--- src/rtl/cbuf_pkg.sv ---
package cbuf_pkg;

  // Length of the unbroken run of ones starting at bit 0, looking at n bits.
  function automatic int unsigned lead_run(input logic [15:0] v, input int unsigned n);
    int unsigned c;
    logic go;
    c = 0;
    go = 1'b1;
    for (int unsigned i = 0; i < 16; i++) begin
      if (i < n && go) begin
        if (v[i]) c = c + 1;
        else      go = 1'b0;
      end
    end
    return c;
  endfunction

  // Thermometer mask with the low n bits set.
  function automatic logic [15:0] low_mask(input int unsigned n);
    logic [15:0] m;
    m = '0;
    for (int unsigned i = 0; i < 16; i++) if (i < n) m[i] = 1'b1;
    return m;
  endfunction

  // Distance from an older tag to a younger one, modulo the tag space.
  function automatic logic [7:0] tag_gap(input logic [7:0] younger, input logic [7:0] older);
    return younger - older;
  endfunction

endpackage

--- src/rtl/cbuf_slots.sv ---
module cbuf_slots #(
  parameter int DEPTH = 16,
  parameter int NFIN  = 2,
  parameter int IDX_W = 4,
  parameter int TAG_W = 5,
  parameter int CNT_W = 3
) (
  input  logic                    clk,
  input  logic                    rst_n,
  input  logic [TAG_W-1:0]        head_tag,
  input  logic [TAG_W-1:0]        tail_tag,
  input  logic [TAG_W-1:0]        occ,
  input  logic [CNT_W-1:0]        alloc_n,
  input  logic [NFIN-1:0]         fin_valid,
  input  logic [NFIN*TAG_W-1:0]   fin_tag,
  input  logic [NFIN-1:0]         fin_exc,
  output logic [DEPTH-1:0]        done_vec,
  output logic [DEPTH-1:0]        exc_vec
);
  import cbuf_pkg::*;

  logic [DEPTH-1:0] clr, set_d, set_x;

  always_comb begin
    clr   = '0;
    set_d = '0;
    set_x = '0;
    for (int s = 0; s < DEPTH; s++) begin
      logic [IDX_W-1:0] rel;
      rel = IDX_W'(s) - tail_tag[IDX_W-1:0];
      clr[s] = ({{(TAG_W-IDX_W){1'b0}}, rel} < TAG_W'(alloc_n));
    end
    for (int p = 0; p < NFIN; p++) begin
      logic [TAG_W-1:0] t, gap;
      t   = fin_tag[p*TAG_W +: TAG_W];
      gap = TAG_W'(tag_gap(8'(t), 8'(head_tag)));
      if (fin_valid[p] && gap < occ) begin
        set_d[t[IDX_W-1:0]] = 1'b1;
        if (fin_exc[p]) set_x[t[IDX_W-1:0]] = 1'b1;
      end
    end
  end

  genvar g;
  generate
    for (g = 0; g < DEPTH; g++) begin : g_slot
      always_ff @(posedge clk or negedge rst_n) begin
        if (!rst_n) begin
          done_vec[g] <= 1'b0;
          exc_vec[g]  <= 1'b0;
        end else if (clr[g]) begin
          done_vec[g] <= 1'b0;
          exc_vec[g]  <= 1'b0;
        end else if (set_d[g]) begin
          done_vec[g] <= 1'b1;
          exc_vec[g]  <= set_x[g];
        end
      end
    end
  endgenerate

endmodule

--- src/rtl/cbuf_retire_sel.sv ---
module cbuf_retire_sel #(
  parameter int DEPTH = 16,
  parameter int WIDTH = 4,
  parameter int IDX_W = 4,
  parameter int TAG_W = 5,
  parameter int CNT_W = 3
) (
  input  logic [TAG_W-1:0] head_tag,
  input  logic [TAG_W-1:0] occ,
  input  logic [DEPTH-1:0] done_vec,
  input  logic [DEPTH-1:0] exc_vec,
  input  logic             flush_req,
  input  logic [TAG_W-1:0] flush_tag,
  output logic [WIDTH-1:0] ret_mask,
  output logic [CNT_W-1:0] ret_cnt,
  output logic             exc_hit,
  output logic             flush_hit
);
  import cbuf_pkg::*;

  logic [TAG_W-1:0] fl_off;
  logic [WIDTH-1:0] ok;
  logic [IDX_W-1:0] hidx;
  int unsigned      run;

  assign hidx      = head_tag[IDX_W-1:0];
  assign fl_off    = TAG_W'(tag_gap(8'(flush_tag), 8'(head_tag)));
  assign flush_hit = flush_req && (fl_off < occ);
  assign exc_hit   = (occ != '0) && done_vec[hidx] && exc_vec[hidx];

  always_comb begin
    for (int i = 0; i < WIDTH; i++) begin
      logic [IDX_W-1:0] slot;
      slot  = hidx + IDX_W'(i);
      ok[i] = (TAG_W'(i) < occ) && done_vec[slot] && !exc_vec[slot] &&
              (!flush_hit || TAG_W'(i) <= fl_off);
    end
    run      = lead_run(16'(ok), WIDTH);
    ret_cnt  = CNT_W'(run);
    ret_mask = WIDTH'(low_mask(run));
  end

endmodule

--- src/rtl/cbuf_ptrs.sv ---
module cbuf_ptrs #(
  parameter int TAG_W = 5,
  parameter int CNT_W = 3
) (
  input  logic             clk,
  input  logic             rst_n,
  input  logic [CNT_W-1:0] ret_cnt,
  input  logic [CNT_W-1:0] alloc_n,
  input  logic             exc_hit,
  input  logic             flush_hit,
  input  logic [TAG_W-1:0] flush_tag,
  output logic [TAG_W-1:0] head_tag,
  output logic [TAG_W-1:0] tail_tag
);
  logic [TAG_W-1:0] head_d, tail_d;

  always_comb begin
    head_d = head_tag + TAG_W'(ret_cnt);
    if (exc_hit)        tail_d = head_tag;
    else if (flush_hit) tail_d = flush_tag + TAG_W'(1);
    else                tail_d = tail_tag + TAG_W'(alloc_n);
  end

  always_ff @(posedge clk or negedge rst_n) begin
    if (!rst_n) begin
      head_tag <= '0;
      tail_tag <= '0;
    end else begin
      head_tag <= head_d;
      tail_tag <= tail_d;
    end
  end

endmodule

--- src/rtl/inorder_retire_buf.sv ---
module inorder_retire_buf #(
  parameter int DEPTH = 16,
  parameter int WIDTH = 4,
  parameter int NFIN  = 2,
  localparam int IDX_W = $clog2(DEPTH),
  localparam int TAG_W = IDX_W + 1,
  localparam int CNT_W = $clog2(WIDTH + 1)
) (
  input  logic                  clk,
  input  logic                  rst_n,
  input  logic [CNT_W-1:0]      disp_cnt,
  output logic                  disp_stall,
  output logic [TAG_W-1:0]      disp_tag,
  input  logic [NFIN-1:0]       fin_valid,
  input  logic [NFIN*TAG_W-1:0] fin_tag,
  input  logic [NFIN-1:0]       fin_exc,
  input  logic                  flush_req,
  input  logic [TAG_W-1:0]      flush_tag,
  output logic [WIDTH-1:0]      ret_valid,
  output logic [TAG_W-1:0]      ret_tag,
  output logic                  exc_valid,
  output logic [TAG_W-1:0]      exc_tag
);
  logic [TAG_W-1:0] head_tag, tail_tag, occ, free_n;
  logic [DEPTH-1:0] done_vec, exc_vec;
  logic [CNT_W-1:0] ret_cnt, alloc_n;
  logic             exc_hit, flush_hit, no_room;

  assign occ        = tail_tag - head_tag;
  assign free_n     = TAG_W'(DEPTH) - occ;
  assign no_room    = TAG_W'(disp_cnt) > free_n;
  assign disp_stall = (disp_cnt != '0) && (no_room || exc_hit || flush_req);
  assign alloc_n    = disp_stall ? '0 : disp_cnt;

  assign disp_tag  = tail_tag;
  assign ret_tag   = head_tag;
  assign exc_valid = exc_hit;
  assign exc_tag   = head_tag;

  cbuf_slots #(.DEPTH(DEPTH), .NFIN(NFIN), .IDX_W(IDX_W), .TAG_W(TAG_W), .CNT_W(CNT_W)) u_slots (
    .clk(clk), .rst_n(rst_n), .head_tag(head_tag), .tail_tag(tail_tag), .occ(occ),
    .alloc_n(alloc_n), .fin_valid(fin_valid), .fin_tag(fin_tag), .fin_exc(fin_exc),
    .done_vec(done_vec), .exc_vec(exc_vec)
  );

  cbuf_retire_sel #(.DEPTH(DEPTH), .WIDTH(WIDTH), .IDX_W(IDX_W), .TAG_W(TAG_W), .CNT_W(CNT_W)) u_sel (
    .head_tag(head_tag), .occ(occ), .done_vec(done_vec), .exc_vec(exc_vec),
    .flush_req(flush_req), .flush_tag(flush_tag), .ret_mask(ret_valid),
    .ret_cnt(ret_cnt), .exc_hit(exc_hit), .flush_hit(flush_hit)
  );

  cbuf_ptrs #(.TAG_W(TAG_W), .CNT_W(CNT_W)) u_ptrs (
    .clk(clk), .rst_n(rst_n), .ret_cnt(ret_cnt), .alloc_n(alloc_n), .exc_hit(exc_hit),
    .flush_hit(flush_hit), .flush_tag(flush_tag), .head_tag(head_tag), .tail_tag(tail_tag)
  );

endmodule

--- config.mk ---
export PLATFORM = sky130hd
export DESIGN_NAME = inorder_retire_buf
export DESIGN_NICKNAME = d
export VERILOG_FILES = /design/src/rtl/cbuf_pkg.sv /design/src/rtl/cbuf_slots.sv /design/src/rtl/cbuf_retire_sel.sv /design/src/rtl/cbuf_ptrs.sv /design/src/rtl/inorder_retire_buf.sv
export SDC_FILE = /design/constraint.sdc
export NUM_CORES = 1
export LEC_CHECK = 0
export ABC_AREA = 1
export BUFFER_PORTS_ARGS = -buffer_cell sky130_fd_sc_hd__buf_4
export CAP_MARGIN = 20
export CELL_PAD_IN_SITES_DETAIL_PLACEMENT = 1
export CELL_PAD_IN_SITES_GLOBAL_PLACEMENT = 1
export CORE_MARGIN = 1
export CORE_UTILIZATION = 35
export DETAILED_ROUTE_END_ITERATION = 10
export HOLD_SLACK_MARGIN = 0.06
export PLACE_DENSITY = 0.79
export SYNTH_ARGS = -nofsm -noshare
export SYNTH_HDL_FRONTEND = slang
export SYNTH_SLANG_ARGS = --single-unit
--- constraint.sdc ---
create_clock -name clk -period 5.8 [get_ports clk]
set_input_delay 0.29 -clock clk [delete_from_list [all_inputs] [get_ports clk]]
set_output_delay 0.29 -clock clk [all_outputs]
set_load 0.01 [all_outputs]
# --- Yosys cells after proc, flatten, opt, wreduce, memory -nomap -nowiden ---
# Cells that the tools add are included.
op_classes:
  addsub: 30
  n_div: 0
  shift: 0
  multipliers: 0
  eq_ne: 0
  bitwise_logic: 2
  order_cmp: 40
  muxes: 109
  reduce_logical: 49
op_table:
  columns: ["operator", "n"]
  rows:
  - ["32-bit two-way mux", 6]
  - ["32-bit by 1-bit adder with 32-bit output, second input constant", 3]
  - ["16-bit two-way mux", 6]
  - ["1-bit two-way mux", 84]
  - ["1-bit by 32-bit less-than comparator with 1-bit output, first input constant", 2]
  - ["2-bit by 32-bit less-than comparator with 1-bit output, first input constant", 2]
  - ["4-bit by 3-bit less-than comparator with 1-bit output", 16]
  - ["1-bit binary-select mux with 4-bit select", 8]
  - ["16-bit bitwise OR", 2]
  - ["2-bit nonzero test", 16]
  - ["4-bit subtractor, first input constant", 8]
  - ["4-bit by 5-bit less-than comparator with 1-bit output, second input constant", 6]
  - ["1-bit logical AND", 20]
  - ["5-bit subtractor", 4]
  - ["3-bit by 4-bit subtractor with 4-bit output, first input constant", 4]
  - ["5-bit less-than comparator", 3]
  - ["5-bit by 3-bit adder with 5-bit output", 2]
  - ["1-bit by 5-bit <= comparator with 1-bit output, first input constant", 2]
  - ["2-bit by 5-bit <= comparator with 1-bit output, first input constant", 2]
  - ["1-bit by 5-bit less-than comparator with 1-bit output, first input constant", 2]
  - ["2-bit by 5-bit less-than comparator with 1-bit output, first input constant", 2]
  - ["5-bit two-way mux", 2]
  - ["4-bit by 2-bit adder with 4-bit output, second input constant", 2]
  - ["1-bit demux with 4-bit select", 2]
  - ["other kinds (12)", 24]
totals:
  regBits: 42
  memories: 0
  out_inout_bits: 21
  mem_bits_ro: 0
  ram_bits: 0
  input_bits: 25
  latchBits: 0

# --- Logic depth before layout (Yosys ltp) ---
# Gate-level depths: netlist of the first run.
depth:
  ltp_word: 18
  depth_mapped: 27

# --- By module ---
# From an unflattened synthesis of the first run, not the netlist that was laid out.
hier_totals:
  cells_unflattened: 932
  area_unflattened_um2: 5829.3
modules_own_cells:
  columns: ["module", "seq_area_each_um2", "n_inst", "cells_per_inst", "area_per_inst_um2"]
  rows:
  - ["cbuf_slots", 800.8, 1, 478, 3155.5]
  - ["cbuf_retire_sel", 0.0, 1, 286, 1498.9]
  - ["cbuf_ptrs", 250.2, 1, 85, 680.7]
  - ["inorder_retire_buf", 0.0, 1, 83, 494.2]

# --- Worst setup path after synthesis of the first run ---
# OpenSTA, ideal clock, no wires.
synth_timing:
  path_type: "register -> register"
  start: "reg u_ptrs.head_tag[1]"
  end: "reg u_ptrs.head_tag[4]"
  period_less_slack_ns: 4.153
  arrival_time_ns: 4.026
  path_slack_ns: 1.647
  setup_ns: 0.128
  required_time_ns: 5.672
  stages_incl_launch_ff: 25
  path_cell_list: "dfrtp_1 > buf_2 > inv_1 > buf_2 > fa_1 > xnor2_1 > ha_1 > nand2_1 > nand2_1 > nand2_1 > nand2_1 > nand3_1 > nand3_1 > nand2_1 > inv_1 > a21boi_1 > ha_1 > inv_1 > nand3_1 > nand2_1 > inv_1 > fa_1 > nand2_1 > a21oi_1 > xor2_1"
synth_between:
  elab_chain_len: 17
  word_cells_on_any_way: 68
  classes_between: "add/sub (9); order compare (9); mux (28); reduce/logical (22)"
synth_lines:
  columns: ["item", "line", "source"]
  rows:
  - ["start: declaration", "cbuf_ptrs.sv:12", "output logic [TAG_W-1:0] head_tag,"]
  - ["start signal: assignment", "cbuf_ptrs.sv:26", "head_tag <= '0;"]
  - ["start signal: assignment", "cbuf_ptrs.sv:29", "head_tag <= head_d;"]
  - ["5-bit subtractor (on tied branches)", "cbuf_pkg.sv:28, inorder_retire_buf.sv:29", null]
  - ["5-bit less-than comparator", "cbuf_retire_sel.sv:28", "assign flush_hit = flush_req && (fl_off < occ);"]
  - ["1-bit logical AND", "cbuf_retire_sel.sv:28", null]
  - ["1-bit zero test", "cbuf_retire_sel.sv:36", "(!flush_hit || TAG_W'(i) <= fl_off);"]
  - ["1-bit logical OR", "cbuf_retire_sel.sv:36", null]
  - ["1-bit logical AND", "cbuf_retire_sel.sv:35", "ok[i] = (TAG_W'(i) < occ) && done_vec[slot] && !exc_vec[slot] &&"]
  - ["1-bit two-way mux", "cbuf_pkg.sv:11", "if (v[i]) c = c + 1;"]
  - ["32-bit by 1-bit adder with 32-bit output", "cbuf_pkg.sv:11", null]
  - ["[2 not listed]", null, null]
  - ["32-bit by 1-bit adder with 32-bit output", "cbuf_pkg.sv:11", null]
  - ["32-bit two-way mux", "cbuf_pkg.sv:11", null]
  - ["32-bit two-way mux", "cbuf_pkg.sv:10", "if (i < n && go) begin"]
  - ["32-bit by 1-bit adder with 32-bit output", "cbuf_pkg.sv:11", null]
  - ["32-bit two-way mux", "cbuf_pkg.sv:11", null]
  - ["32-bit two-way mux", "cbuf_pkg.sv:10", null]
  - ["5-bit by 3-bit adder with 5-bit output (*)", "cbuf_ptrs.sv:18", "head_d = head_tag + TAG_W'(ret_cnt);"]
  - ["net u_ptrs.head_d[4]", "cbuf_ptrs.sv:15", "logic [TAG_W-1:0] head_d, tail_d;"]
# Mark *: on every way through the listed nets, which the timed path passes. The rest lies on a longest branch. The select of a mux whose other input is x is not followed.
# A chain may end at the register's enable or synchronous reset.

# --- Final worst setup path of the first run ---
layout_timing:
  start: "reg u_ptrs.head_tag[1]"
  end: "reg u_slots.exc_vec[5]"
layout_between:
  elab_chain_len: 10
  word_cells_on_any_way: 31
  classes_between: "add/sub (4); order compare (4); mux (12); bitwise (2); reduce/logical (9)"
layout_lines:
  columns: ["item", "line", "source"]
  rows:
  - ["branches (longest 10 deep; another with 5-bit subtractor)", null, null]
  - ["end signal: indexed assignment", "cbuf_slots.sv:56", "exc_vec[g] <= set_x[g];"]
  - ["end: declaration", "cbuf_slots.sv:18", "output logic [DEPTH-1:0] exc_vec"]
# Several ways; the timed one is not identified. The select of a mux whose other input is x is not followed.

==> qor.csv, run 1 <==
stage,metric,value,unit
synth,ys async rst share,1.000,
status,status,completed,
clock_tree,clk_lat worst skew,300,ps
place,dpl cell area,5943,um^2
synth,combinational family with the most area after synthesis,simple AND/OR/NAND/NOR gates,
clock_tree,CTS tree,yes,
synth,fraction of synthesized cell area in xor and xnor cells,0.04630,
detailed_routing,drt wl/cell,16.74,um
synth,sequential element share of the synthesized area,0.1916,
clock_tree,Max Root-Sink Buffers,2,
die,die height,127.2,um
synth,Yosys reg bits,42,
critical_path,"CP delay by family, top",adder cells,
timing,slew margin rel.,0.3736,
synth,synth cell count leaders,"258 x nand2_1, 126 x inv_1, 121 x nand3_1",
synth,multiplexer share of the synthesized area,0,
timing,period utilisation layout,0.8048,
cells_and_area,area growth from synthesis to layout,11.27,%
synth,Yosys cell types,38,
cells_and_area,ant diodes,0,
detailed_routing,drt via density,5.197,
timing,"Slew Viols, Final",0,
cells_and_area,share of cells above drive strength 1,0.07956,
critical_path,crit-path max cell delay,730,ps
grt,vias in the first global route,5981,
place,Port Buf Inserts,45,
die,die width,127.2,um
synth,Post-synth EDFFs,0,
detailed_routing,via count,5800,
detailed_routing,# DRC,0,
clock_tree,"Hold-fix buffers, CTS",1,
critical_path,Crit. End Element,flip-flop,
synth,ys flop type,dfrtp_1,
synth,largest cells by area after synthesis,"dfrtp_1 19%, nand2_1 18%, ha_1 14%, nand3_1 11%, inv_1 8.6%",
detailed_routing,Detailed Routing Iterations Pass 1,5,
clock_tree,setup bufs post-CTS,0,
place,DP Wirelength,15140,um
synth,"Cell Area, Synth",5485,um^2
die,die area,16180,um^2
timing,final setup skew,5.713,ps
detailed_routing,WL final,18680,um
critical_path,CP arrival,4860,ps
timing,TNS Setup,0,ps
clock_tree,post-cts resize count,0,
critical_path,CP dominant cell by count,inv_1,
detailed_routing,Routed Antenna Nets,0,
synth,adder-cell share of the synthesized area,0.1610,
timing,RSZ-0062 raised after global routing,false,
grt,pin count of the biggest net entering global routing,43,
cells_and_area,fin area,6103,um^2
grt,first-pass GRT wire length,30840,um
critical_path,Critical-path top delay cell,dfrtp_1,
die,row cnt,45,
timing,Tmin final,4668,ps
grt,antenna violations before repair,0,
die,Core Region,15260,um^2
critical_path,worst reg-to-reg setup slack,1130,ps
critical_path,critical path type,reg2reg,
die,io pins,46,
synth,syn avg cell area,6.290,um^2
timing,Final Hold Viols,0,
synth,Post-Syn Nets,964,
timing,final setup vio count,0,
synth,Post-Syn Instances,872,
clock_tree,CTS Sinks,42,
cells_and_area,Util after Layout,0.4000,
clock_tree,H-Tree Depth,2,
critical_path,Setup crit start kind,flip-flop,
timing,achievable frequency,214.2,MHz
synth,most frequent cell after synthesis,nand2_1,
cells_and_area,Total Nets Final,996,
synth,post-synth top area share,0.1916,
grt,GRT Overall Usage,0.2437,
clock_tree,CTS root buffer,clkbuf_16,
synth,Yosys top cell by area,dfrtp_1,
synth,Post-Synth Simple-Gate Area,0.3828,
synth,yosys warns,0,
grt,GRT Residual Overflow,0,
clock_tree,clk slew on worst S/H paths,70,ps
critical_path,crit path buf inv count,8,
place,gpl congestion,0.8823,
min_path,worst min-delay path category,in2reg,
detailed_routing,initial drt markers,236,
clock_tree,CTS Buf Count,5,
synth,post-synthesis compound-gate area fraction,0.09261,
critical_path,CP max FO,16,
die,starting density of the core,0.3595,
timing,Slew @ Worst Pin,939.6,ps
critical_path,CP Data Required Time,5990,ps
job,max_cap viols,0,
==> layer usage <==
metal,track usage,vias up,wire [um]
met5,0,-,0
met4,0.08964,0,594
met3,0.01968,32,517
met2,0.4253,105,8883
met1,0.3145,2781,8683
li1,-,2882,-
==> cell type report <==
| class | instances | area (um^2) |
|---|---|---|
| fillers | 2064 | 9155 |
| multi-input cells | 672 | 3745 |
| flip-flops and latches | 42 | 1051 |
| inverters | 130 | 493.0 |
| repair buffers | 53 | 400.4 |
| well taps | 211 | 264.0 |
| clock buffers | 5 | 125.1 |
| clock inverters | 3 | 25.02 |
==> final timing paths <==
path / startpoint / end / cells past startpoint
setup / recovery: u_ptrs.head_tag[1] / u_slots.exc_vec[5] / 25
max in group asynchronous: rst_n / u_ptrs.head_tag[2] / 2
hold / removal: flush_tag[3] / u_ptrs.tail_tag[3] / 5
setup reg to reg: u_ptrs.head_tag[1] / u_slots.exc_vec[5] / 25
min in group asynchronous: rst_n / u_slots.exc_vec[9] / 2
hold reg to reg: u_slots.done_vec[11] / u_slots.done_vec[11] / 2
==> flip-flops by register name (all words and copies together), names as in the netlist <==
register,cells
u_ptrs.head_tag,5
u_ptrs.tail_tag,5
u_slots.done_vec,16
u_slots.exc_vec,16
==> tightest hold or removal path, delay by kind of cell <==
kind / cells / cell delay [ps]
compound gates: 2 / 140
simple gates: 1 / 60
buf+inv: 1 / 100
xor+xnor: 1 / 60
==> cells in the final DEF (no fill, tap or decap) <==
cell type      count
inv_6              1
nor2_4             1
or2_1              2
o22ai_1            1
a21boi_1           2
nand3_1          121
nand2_4            1
a21o_1             1
o21ai_0           28
nor3_1             7
nand3b_1           6
clkinvlp_4         1
nand4_1           22
nand2_2            2
o21ai_1           10
nor2_1            59
o211ai_1           4
inv_1            126
a21oi_1           26
nor2_2             1
inv_2              2
dfrtp_1           42
dlygate4sd3_1      1
a31oi_1           17
o21a_1             2
fa_1               6
nand3_2            2
xor2_1            22
inv_4              2
clkinv_4           1
clkbuf_16          5
or2_2              1
xnor2_1            7
nand2_1          258
and2_1             1
ha_1              61
buf_4             52
o21bai_1           1
==> through the flow <==
step	instances	setup slack [ps]	hold slack (ps)
CTS	1116	1144	386.1
global route	1116	703.2	414.5
finish	1116	1132	396.8
floorplan	872	1647	-5.591
detailed placement	1107	1218	342.5
global placement	1107	1395	336.7
==> cell families after synthesis <==
kind of cell,Yosys count
AO/OA/AOI/OAI,92
XOR/XNOR,29
adder cells (fa/ha/maj),67
buffers and inverters,158
flip-flops,42
AND/OR/NAND/NOR,484
Power of run 1 is not shown: default switching activity piles up to over one toggle a cycle in this logic, so the estimate is an artifact.
==> run 2: changes to the inputs <==
PLACE_DENSITY = 0.82   (was 0.79)
clock period = 3.8 ns   (was 5.8 ns; I/O delays follow)
==> qor.csv, run 2 (synthesis results as in run 1) <==
stage,metric,value,unit,change
status,status,finished with violations,,
status,failing checks,setup timing,,
critical_path,CP Data Required Time,3970,ps,-2020 ps
clock_tree,H-Tree Depth,2,,unchanged
cells_and_area,biggest regs,"u_slots.done_vec: 16 flops, u_slots.exc_vec: 16 flops",,
critical_path,critical path type,reg2reg,,
clock_tree,Max Root-Sink Buffers,2,,unchanged
cells_and_area,ant diodes,0,,unchanged
die,die area,16180,um^2,unchanged
job,max_cap viols,0,,unchanged
timing,slew margin rel.,0.5915,,+0.2179
timing,worst hold slack,327.2,ps,-69.64 ps
place,Port Buf Inserts,45,,unchanged
grt,vias in the first global route,6310,,+5.5%
detailed_routing,WL final,23550,um,+26%
detailed_routing,Detailed Routing Iterations Pass 1,5,,unchanged
place,gpl congestion,0.9391,,+6.4%
die,die width,127.2,um,unchanged
cells_and_area,share of cells above drive strength 1,0.2386,,+0.1591
min_path,worst min-delay path category,in2reg,,
cells_and_area,Total Nets Final,1060,,+6.4%
die,Core Region,15260,um^2,unchanged
critical_path,Crit. End Element,flip-flop,,
critical_path,CP max FO,4,,-12
die,starting density of the core,0.3595,,unchanged
critical_path,worst reg-to-reg setup slack,-230,ps,-1370 ps
clock_tree,CTS tree,yes,,
detailed_routing,drt via density,5.556,,+6.9%
timing,Slew @ Worst Pin,612.7,ps,-326.9 ps
detailed_routing,initial drt markers,468,,+98%
grt,GRT Residual Overflow,0,,unchanged
timing,period utilisation layout,1.062,,+0.2570
timing,final setup vio count,39,,+39
grt,antenna violations before repair,0,,unchanged
clock_tree,CTS Buf Count,5,,unchanged
die,die height,127.2,um,unchanged
critical_path,CP arrival,4210,ps,-650 ps
timing,final worst slack,-234.8,ps,-1367 ps
timing,final setup skew,7.112,ps,+1.399 ps
cells_and_area,most frequent cells in the layout,"242 x nand2_1, 115 x nand3_1, 106 x buf_4",,
place,DP Wirelength,15970,um,+5.5%
critical_path,Setup crit start kind,flip-flop,,
grt,pin count of the biggest net entering global routing,43,,unchanged
detailed_routing,via count,6551,,+13%
detailed_routing,drt wl/cell,19.97,um,+19%
clock_tree,CTS root buffer,clkbuf_16,,
timing,RSZ-0062 raised after global routing,true,,
clock_tree,clk slew on worst S/H paths,70,ps,about the same
clock_tree,clk_lat worst skew,300,ps,about the same
timing,Final Hold Viols,0,,unchanged
timing,Tmin final,4035,ps,-632.9 ps
clock_tree,CTS Sinks,42,,unchanged
grt,GRT Overall Usage,0.2596,,+0.01591
die,row cnt,45,,unchanged
timing,achievable frequency,247.8,MHz,+16%
timing,"Slew Viols, Final",0,,unchanged
cells_and_area,area growth from synthesis to layout,29.43,%,
detailed_routing,# DRC,0,,unchanged
detailed_routing,Routed Antenna Nets,0,,unchanged
cells_and_area,"commonest non-fill, non-tap cell in the layout",nand2_1,,
cells_and_area,fill count,2011,,-2.6%
grt,first-pass GRT wire length,32750,um,+6.2%
die,io pins,46,,unchanged
-- run 2: changes by cell type in the layout (fill, tap and decap cells not counted), sizes merged --
cell / change
buf: +64
clkinvlp: -1
clkinv: +1
inv: -1
-- run 2: final timing paths --
| path | cells after the start | to | startpoint |
|---|---|---|---|
| max | 27 | u_slots.exc_vec[1] | u_ptrs.tail_tag[0] |
| min | 4 | u_slots.done_vec[0] | fin_tag[0] |
| max reg2reg | 27 | u_slots.exc_vec[1] | u_ptrs.tail_tag[0] |
| min reg2reg | 2 | u_slots.done_vec[2] | u_slots.done_vec[2] |
| max in group asynchronous | 2 | u_ptrs.head_tag[1] | rst_n |
| min in group asynchronous | 2 | u_slots.exc_vec[15] | rst_n |
-- run 2: repair_timing --
item                                   in CTS  in global routing
hold buffers                                1                  0
pin swaps                                  31                 52
setup endpoints to repair                  42                 45
resized for setup                          55                 82
endpoints found under the hold margin      42                  0
buffers inserted                            9                 10
-- run 2: worst max-delay path, stage by stage (launching register included) --
cell,delay (ps)
dfrtp_1,420
inv_2,110
ha_4,150
inv_4,30
fa_2,550
inv_2,70
ha_4,280
inv_1,70
ha_4,280
nand2_2,50
o21ai_2,150
nand3_2,90
o21ai_2,170
inv_2,70
nand2_4,120
inv_4,70
nand2_8,90
inv_6,40
ha_4,250
nor2_2,30
nor2_1,80
inv_1,80
nand2_1,90
nand2_2,110
nor2_4,170
inv_1,70
nand4_1,100
nand2_1,100
-- run 2: layout make-up --
class / instances / area [um^2] / area share
repair buffers: 117 / 927.1 / 0.1306
multi-input cells: 672 / 4213 / 0.5934
well taps: 211 / 264.0 / 0.03719
inverters: 130 / 508.0 / 0.07155
clock buffers: 5 / 125.1 / 0.01762
clock inverters: 2 / 10.01 / 0.001410
flip-flops and latches: 42 / 1052 / 0.1482
-- run 2: through the flow --
| step | cell area (um^2) | setup slack (ps) | TNS (ps) | util | instances |
|---|---|---|---|---|---|
| after floorplan | 5509 | 10.51 | 0 | - | 872 |
| after global placement | 6312 | -60.82 | -167.8 | 0.4137 | 1153 |
| after detailed placement | 6312 | -358.8 | -7840 | 0.4137 | 1153 |
| after CTS | 6716 | -84.99 | -769.9 | 0.4402 | 1170 |
| after global routing | 7099 | -433.7 | -10730 | 0.4653 | 1179 |
| final | 7099 | -234.8 | -4166 | 0.4653 | 1179 |
-- run 2: layer usage --
metal,routed length (um),part of all wire,global-route usage
met5,0,0,0
met4,1213,0.052,0.1022
met3,1233,0.052,0.02178
met2,11440,0.49,0.4593
met1,9659,0.41,0.3269
Power of run 2 is left out for the same reason.
